==> config.mk <==
export PLATFORM = sky130hd
export DESIGN_NAME = irq_vector_ctrl
export DESIGN_NICKNAME = d
export VERILOG_FILES = /design/src/rtl/irq_vector_ctrl.sv
export SDC_FILE = /design/constraint.sdc
export NUM_CORES = 1
export LEC_CHECK = 0
export ABC_AREA = 1
export BUFFER_PORTS_ARGS = -buffer_cell sky130_fd_sc_hd__buf_2
export CORE_MARGIN = 10
export CORE_UTILIZATION = 50
export DETAILED_ROUTE_END_ITERATION = 7
export GPL_ROUTABILITY_DRIVEN = 0
export PLACE_DENSITY = 0.67
export SYNTH_ARGS = -nofsm -noshare
export SYNTH_HDL_FRONTEND = slang
export SYNTH_SLANG_ARGS = --single-unit
==> constraint.sdc <==
create_clock -name clk -period 12.35 [get_ports clk]
set_input_delay 0.6175 -clock clk [delete_from_list [all_inputs] [get_ports clk]]
set_output_delay 0.6175 -clock clk [all_outputs]
set_load 0.1 [all_outputs]
==> src/rtl/irq_vector_ctrl.sv <==
module irq_vector_ctrl #(
  parameter int          NSRC     = 8,
  parameter logic [31:0] EXT_MASK = 32'h0000_00C0
) (
  input  logic            clk,
  input  logic            rst_n,
  input  logic [NSRC-1:0] irq_src,
  input  logic            psel,
  input  logic            penable,
  input  logic            pwrite,
  input  logic [9:0]      paddr,
  input  logic [31:0]     pwdata,
  output logic [31:0]     prdata,
  output logic            nfiq_o,
  output logic            nirq_o
);
  localparam int IW   = (NSRC > 1) ? $clog2(NSRC) : 1;
  localparam int LVLS = 8;

  logic [2:0]      prio [NSRC];
  logic [31:0]     vec  [NSRC];
  logic [NSRC-1:0] edge_m, inv_m, en, frc, latch, prev;
  logic            prot;
  logic [2:0]      stk [LVLS];
  logic [3:0]      depth;

  logic [NSRC-1:0] pol, pend, act, fast, cand, rise, clr;
  logic            found;
  logic [2:0]      wpri, top;
  logic [IW-1:0]   widx;
  logic            raise;

  assign pol   = irq_src ^ (inv_m & EXT_MASK[NSRC-1:0]);
  assign pend  = (edge_m & latch) | (~edge_m & pol);
  assign act   = pend & en;
  assign fast  = frc | NSRC'(1);
  assign cand  = act & ~fast;
  assign rise  = pol & ~prev & edge_m;

  always_comb begin
    found = 1'b0;
    wpri  = '0;
    widx  = '0;
    for (int i = 0; i < NSRC; i++)
      if (cand[i] && (!found || prio[i] > wpri)) begin
        found = 1'b1;
        wpri  = prio[i];
        widx  = IW'(i);
      end
  end

  assign top    = stk[depth[2:0] - 3'd1];
  assign raise  = found && (depth == 4'd0 || wpri > top);
  assign nirq_o = ~raise;
  assign nfiq_o = ~|(act & fast);

  logic       acc, rd, wr, is_ctl, is_tbl, sel_ok, vec_acc, ack, eoi;
  logic [2:0] sub;
  logic [4:0] sidx;

  assign acc     = psel & penable & (paddr[1:0] == 2'b00) & ~paddr[9];
  assign rd      = acc & ~pwrite;
  assign wr      = acc & pwrite;
  assign is_ctl  = paddr[8] & (paddr[7:5] == 3'b000);
  assign is_tbl  = ~paddr[8];
  assign sub     = paddr[4:2];
  assign sidx    = paddr[6:2];
  assign sel_ok  = int'(sidx) < NSRC;
  assign vec_acc = acc && is_ctl && sub == 3'd0;
  assign ack     = raise && vec_acc && (pwrite == prot);
  assign eoi     = wr && is_ctl && sub == 3'd1;
  assign clr     = ((wr && is_ctl && sub == 3'd4) ? pwdata[NSRC-1:0] : '0)
                 | (ack ? (NSRC'(1) << widx) : '0);

  always_comb begin
    prdata = '0;
    if (is_tbl && sel_ok) begin
      if (paddr[7]) prdata = vec[sidx[IW-1:0]];
      else prdata = {26'd0, inv_m[sidx[IW-1:0]], edge_m[sidx[IW-1:0]], 1'b0, prio[sidx[IW-1:0]]};
    end else if (is_ctl) begin
      case (sub)
        3'd0:    prdata = raise ? vec[widx] : '0;
        3'd2:    prdata = 32'(en);
        3'd5:    prdata = 32'(frc);
        3'd6:    prdata = {31'd0, prot};
        default: prdata = '0;
      endcase
    end
  end

  always_ff @(posedge clk or negedge rst_n) begin
    if (!rst_n) begin
      for (int i = 0; i < NSRC; i++) begin
        prio[i] <= '0;
        vec[i]  <= '0;
      end
      for (int k = 0; k < LVLS; k++) stk[k] <= '0;
      edge_m <= '0;
      inv_m  <= '0;
      en     <= '0;
      frc    <= '0;
      latch  <= '0;
      prev   <= '1;
      prot   <= 1'b0;
      depth  <= '0;
    end else begin
      prev  <= pol;
      latch <= (latch & ~clr) | rise;
      if (wr && is_tbl && sel_ok) begin
        if (paddr[7]) vec[sidx[IW-1:0]] <= pwdata;
        else begin
          prio[sidx[IW-1:0]]   <= pwdata[2:0];
          edge_m[sidx[IW-1:0]] <= pwdata[4];
          inv_m[sidx[IW-1:0]]  <= pwdata[5];
        end
      end
      if (wr && is_ctl) begin
        case (sub)
          3'd2:    en   <= en | pwdata[NSRC-1:0];
          3'd3:    en   <= en & ~pwdata[NSRC-1:0];
          3'd5:    frc  <= pwdata[NSRC-1:0] & ~NSRC'(1);
          3'd6:    prot <= pwdata[0];
          default: ;
        endcase
      end
      if (ack) begin
        stk[depth[2:0]] <= wpri;
        depth           <= depth + 4'd1;
      end else if (eoi && depth != 4'd0) begin
        depth <= depth - 4'd1;
      end
    end
  end

  AST_STACK_BOUND: assert property (@(posedge clk) disable iff (!rst_n)
    depth <= 4'd8);
  AST_ACK_PUSHES: assert property (@(posedge clk) disable iff (!rst_n)
    ack |=> depth == $past(depth) + 4'd1);
  AST_EOI_POPS: assert property (@(posedge clk) disable iff (!rst_n)
    (eoi && depth != 4'd0) |=> depth == $past(depth) - 4'd1);
  AST_PROTECT_READ_PURE: assert property (@(posedge clk) disable iff (!rst_n)
    (prot && rd && vec_acc) |=> $stable(depth));
  AST_FAST_LINE0: assert property (@(posedge clk) disable iff (!rst_n)
    (en[0] && pend[0]) |-> !nfiq_o);
  AST_QUIET_WHEN_IDLE: assert property (@(posedge clk) disable iff (!rst_n)
    (act == '0) |-> (nirq_o && nfiq_o));
endmodule

==> results.json, run 1 <==
{
  "avgSynthCellArea_um2": 7.46,
  "cpMaxStageDelayCell": "inv_2",
  "port-buffer-count": 88,
  "setup_violations": 0,
  "grt_overflow": 0,
  "leakage_nw": 10.0,
  "ys_ff_latch": 356,
  "grt_max_degree": 84,
  "r2r_cells": 74,
  "placed_cells": 3120,
  "worstReg2RegEnd": "depth[3]",
  "path_class": "reg2out",
  "outcome": "complete, no violations",
  "grt_pass1_wl_um": 104000,
  "die_w_um": 218,
  "crit_path_max_fanout": 42,
  "ios": 89,
  "n_antenna_cell": 0,
  "antenna_found_initial": 1,
  "ant_nets": 0,
  "clk_latency_ns": 0.57,
  "drive_gt1_frac": 0.104,
  "grt_pass1_vias": 18200,
  "rows": 72,
  "worst_ep_required_time_ns": 11.73,
  "period_minus_slack_ns": 11.57,
  "max_freq_mhz": 86.4,
  "post_drt_wl_per_cell_um": 20.7,
  "cts.sinks": 356,
  "ys.warnings.count": 0,
  "cap_violations": 0,
  "clock_path_buffers": 3,
  "cts_root_buf": "clkbuf_16",
  "num-fill-cells": 3673,
  "ctsResizeCount": 0,
  "area_growth_pct": 11.2,
  "multi_input_area_um2": 9120,
  "tns_ns": 0,
  "cts_made_buffers": 42,
  "cp-end-kind": "primary output",
  "synth_cell_types": 54,
  "vias": 18800,
  "reg2reg_from": "edge_m[1]",
  "yosysTopAreaCell": "dfrtp_1",
  "start_util": 0.507,
  "core_area_um2": 38700,
  "finalHoldViolations": 0,
  "slew_violations": 0,
  "final_area_um2": 21800,
  "first_pass_iters": 6,
  "grt_setup_unrepaired": "false",
  "async_reset_ff_frac": 1.00,
  "drc": 0,
  "wirelength_um": 66300,
  "slew_headroom": 0.277,
  "seqCellArea_um2": 8920,
  "min_period_over_period": 0.937,
  "cp_slowest_stage_delay_ns": 0.49,
  "die-area_um2": 47600,
  "vdd_ir_drop_max_v": 0.0000970,
  "die_y_um": 218,
  "grtUsageTotal": 0.275,
  "yosys-top-cells-area": "dfrtp_1, nand2_1, o21ai_0",
  "fin_cells": 3197,
  "syn-num-nets": 2714,
  "cpMostUsedCell": "nand2_1",
  "cts_max_level": 2,
  "syn_inst": 2633,
  "syn_area_um2": 19600,
  "p_per_area_nw_per_um2": 122,
  "synth-edff-count": 0,
  "skew_ns": 0.0164,
  "start_kind": "flop",
  "synth_top_area_share": 0.443,
  "worstPathArrival_ns": 10.96,
  "r2r_slack_ns": 1.06,
  "final_nets": 2727,
  "ys_seq_area_frac": 0.454,
  "dpl.hpwl_um": 39200,
  "placed_area_um2": 20300,
  "viasPerCell": 5.89,
  "hold_class": "in2async",
  "path_clk_slew_ns": 0.06,
  "postCtsHoldBufs": 0,
  "post_cts_buffers": 0,
  "cts_tree": "done",
  "drt_iter0_drc": 2356,
  "tightest_slew_ns": 1.08,
  "synth_flop_cell": "dfrtp_1"
}
-- worst max-delay path by stage --
stage,from,endpoint,slack [ns],cells after the start
3_5_place_dp,irq_src[1],depth[3],1.01,75
3_3_place_gp,irq_src[1],depth[3],1.48,75
4_1_cts,edge_m[1],prdata[18],0.99,68
5_1_grt,edge_m[1],prdata[9],0.08,68
2_1_floorplan,irq_src[1],prdata[13],1.68,70
6_report,edge_m[1],prdata[18],0.78,68
-- placed cells by master (no fill, tap or decap), types with 4 or more instances in the layout --
cell type    n
o311ai_0    15
a31oi_1      4
buf_2       87
clkinv_2     7
nand3b_1     9
and2_1       6
bufinv_16    4
nor2_4       7
nor2_2       9
xor2_1       4
inv_1      251
o22ai_1     59
nand3_1    138
nand2_2     16
o21ai_1     39
nor2_1     109
clkbuf_1     6
ha_1        25
nand4_1     20
clkbuf_16   43
o21ai_0    376
nand2_1    834
o211ai_1    17
a22oi_1     33
o2111ai_1   23
dfrtp_1    348
clkbuf_8    14
dfstp_2      8
a221oi_1    17
or2_2        8
nand2_4      7
buf_4       26
o21ai_2      5
inv_2       18
a21oi_1     50
nand3_2      7
-- worst max-delay path: cells and delay by family, from the launching register on --
kind | cells | cell delay (ns)
AO/OA/AOI/OAI | 13 | 1.74
adder cells (fa/ha/maj) | 7 | 2.14
flip-flops | 1 | 0.40
buffers and inverters | 6 | 1.30
AND/OR/NAND/NOR | 42 | 4.78
-- state kept, by name, summed over array words and instances, names as in the netlist, named ones only --
register / flops
depth: 4
edge_m: 8
frc: 7
inv_m: 8
latch: 8
prev: 8
prio: 24
prot: 1
stk: 24
vec: 256
-- area by class of cell --
type	instances	share of cell area
clock buffer	63	0.0591
clock inverter	14	0.00911
inverter	271	0.0466
multi-input combinational	1861	0.418
sequential	356	0.408
tap	518	0.0297
timing repair buffer	114	0.0296
-- synthesized netlist by cell type (all sizes together) (2+ instances only) --
cell     number
clkbuf      105
o21ai       420
nand2       857
or2           9
dfstp         8
o221ai        2
inv         270
o22ai        59
nor4          2
a21oi        50
dfrtp       348
buf          40
a31oi         4
a22oi        33
xnor2         2
nor2        126
o2111ai      23
and2          6
a221oi       17
xor2          5
nand3       146
nor3          4
nand4        21
nand3b        9
a32o          2
o311ai       15
o211ai       17
ha           25
-- through the flow --
step / setup slack, ns / util / power (mW) / hold slack [ns]
final: 0.777 / 0.564 / 2.68 / 0.0374
after global routing: 0.0796 / 0.564 / 2.75 / 0.0769
after CTS: 0.995 / 0.564 / 2.69 / 0.0495
after detailed placement: 1.01 / 0.525 / 1.36 / 0.461
after global placement: 1.48 / 0.525 / 1.36 / 0.463
after floorplan: 1.68 / - / 1.28 / 0.322
-- metal layers --
metal / vias up / share of wire / global-route usage
met5: - / 0 / 0
met4: 0 / 0.042 / 0.123
met3: 196 / 0.093 / 0.0486
met2: 928 / 0.45 / 0.428
met1: 8995 / 0.42 / 0.368
li1: 8720 / - / -
-- cells by family after synthesis --
logic type | share of synthesized area
fa+ha+maj | 0.0169
mux | 0.000510
compound gates | 0.188
buf+inv | 0.0844
xor+xnor | 0.00350
flops | 0.454
simple gates | 0.252
-- report_power, final --
| group | total [mW] | switching [mW] | internal, mW |
|---|---|---|---|
| clock | 1.34 | 0.528 | 0.808 |
| combinational | 0.160 | 0.128 | 0.0320 |
| sequential | 1.18 | 0.00470 | 1.17 |
Note: power is estimated with default switching activity, not from simulation.
==> run 2, diff against run 1 <==
--- a/config.mk
+++ b/config.mk
@@ -8,10 +8,9 @@
 export ABC_AREA = 1
 export BUFFER_PORTS_ARGS = -buffer_cell sky130_fd_sc_hd__buf_2
 export CORE_MARGIN = 10
-export CORE_UTILIZATION = 50
+export CORE_UTILIZATION = 48
 export DETAILED_ROUTE_END_ITERATION = 7
 export GPL_ROUTABILITY_DRIVEN = 0
-export PLACE_DENSITY = 0.67
 export SYNTH_ARGS = -nofsm -noshare
 export SYNTH_HDL_FRONTEND = slang
 export SYNTH_SLANG_ARGS = --single-unit
==> results.json, run 2 (same netlist as run 1, synthesis figures left out) <==
{
  "hold_class": "in2async",
  "start_util": 0.483,
  "num-fill-cells": 4017,
  "final_cell_mix": "nand2_1, o21ai_0, dfrtp_1, inv_1, nand3_1",
  "cts_max_level": 2,
  "cts_tree": "done",
  "wirelength_um": 68000,
  "grt_max_degree": 123,
  "vdd_ir_drop_max_v": 0.0000919,
  "grtUsageTotal": 0.270,
  "n_antenna_cell": 0,
  "multi_input_area_um2": 9130,
  "vias": 18700,
  "final_nets": 2728,
  "start_kind": "flop",
  "worst_ep_required_time_ns": 11.73,
  "cts_root_buf": "clkbuf_16",
  "dpl.hpwl_um": 40300,
  "drive_gt1_frac": 0.103,
  "slew_headroom": 0.304,
  "slew_violations": 0,
  "cp_slowest_stage_delay_ns": 0.46,
  "cpMaxStageDelayCell": "buf_2",
  "final_area_um2": 21700,
  "r2r_cells": 74,
  "tns_ns": 0,
  "antenna_found_initial": 0,
  "cts.sinks": 356,
  "cts_made_buffers": 42,
  "skew_ns": 0.0233,
  "die_y_um": 222,
  "first_pass_iters": 5,
  "grt_pass1_vias": 18100,
  "largest-register": "vec",
  "min_period_over_period": 0.920,
  "placed_area_um2": 20400,
  "leakage_nw": 9.96,
  "drc": 0,
  "path_class": "reg2out",
  "ant_nets": 0,
  "die-area_um2": 49400,
  "crit_path_max_fanout": 42,
  "grt_setup_unrepaired": "false",
  "ios": 89,
  "die_w_um": 222,
  "grt_overflow": 0,
  "setup_violations": 0,
  "outcome": "complete, no violations",
  "core_area_um2": 40600,
  "cap_violations": 0,
  "reg_top3": "vec (256), prio (24), stk (24)",
  "r2r_slack_ns": 1.26,
  "cp-end-kind": "primary output",
  "grt_pass1_wl_um": 106000,
  "period_minus_slack_ns": 11.37,
  "area_growth_pct": 10.6,
  "clk_latency_ns": 0.59,
  "finalHoldViolations": 0,
  "tightest_slew_ns": 1.03,
  "largest_reg_flops": 256,
  "cpMostUsedCell": "nand2_1",
  "viasPerCell": 5.82,
  "drt_iter0_drc": 2024,
  "max_freq_mhz": 88.0,
  "port-buffer-count": 88,
  "final_common_cell": "nand2_1",
  "post_drt_wl_per_cell_um": 21.2,
  "rows": 74,
  "path_clk_slew_ns": 0.06,
  "worstPathArrival_ns": 10.75,
  "seqCellArea_um2": 8920,
  "clock_path_buffers": 3,
  "p_per_area_nw_per_um2": 118
}
run 2: changes by cell type in the layout (fill, tap and decap cells not counted), moves of 2 or more:
cell	delta
nand2_2	+2
clkbuf_8	-4
bufinv_16	-4
nand2_4	-2
clkbuf_1	+6
run 2: what timing repair did:
action / in CTS / in global routing
endpoints found under the setup margin: 0 / 22
hold buffers: 0 / 0
gates resized for setup: 0 / 3
buffers inserted: 0 / 0
run 2: layout make-up:
| cell class | count | share of cell area |
|---|---|---|
| clock buffer | 65 | 0.0579 |
| clock inverter | 12 | 0.00420 |
| multi-input combinational | 1861 | 0.420 |
| sequential | 356 | 0.410 |
| tap | 532 | 0.0306 |
| timing repair buffer | 115 | 0.0301 |
| inverter | 271 | 0.0469 |
run 2: critical path, delay by kind of cell (launching register included):
family          cells  cell delay (ns)
compound gates     13             1.70
fa+ha+maj           7             2.15
buf+inv             6             1.20
flops               1             0.40
simple gates       42             4.72
run 2: worst paths after layout:
kind / end / startpoint
setup / recovery: prdata[29] / edge_m[1]
setup reg to reg: depth[3] / edge_m[1]
max in group asynchronous: vec[206] / rst_n
hold reg to reg: stk[20] / stk[20]
hold / removal: asynchronous set/reset pin / rst_n
min in group clk: prev[2] / irq_src[2]
run 2: power by group:
group / switching, mW / internal, mW
sequential: 0.00464 / 1.17
combinational: 0.128 / 0.0320
clock: 0.521 / 0.705
total: 0.654 / 1.91
run 2: metal layers:
layer | GRT usage | part of all wire
met5 | 0 | 0
met4 | 0.104 | 0.033
met3 | 0.0399 | 0.081
met2 | 0.434 | 0.46
met1 | 0.360 | 0.42
run 2: stage by stage:
stage | hold WS, ns | worst slack (ns) | utilization | total power, mW | instances
3_3_place_gp | 0.465 | 1.32 | 0.501 | 1.36 | 3135
4_1_cts | 0.125 | 0.753 | 0.534 | 2.59 | 3212
6_report | 0.112 | 0.983 | 0.535 | 2.57 | 3212
5_1_grt | 0.144 | 0.0121 | 0.535 | 2.64 | 3212
2_1_floorplan | 0.322 | 1.68 | - | 1.28 | 2633
3_5_place_dp | 0.461 | 0.734 | 0.501 | 1.36 | 3135
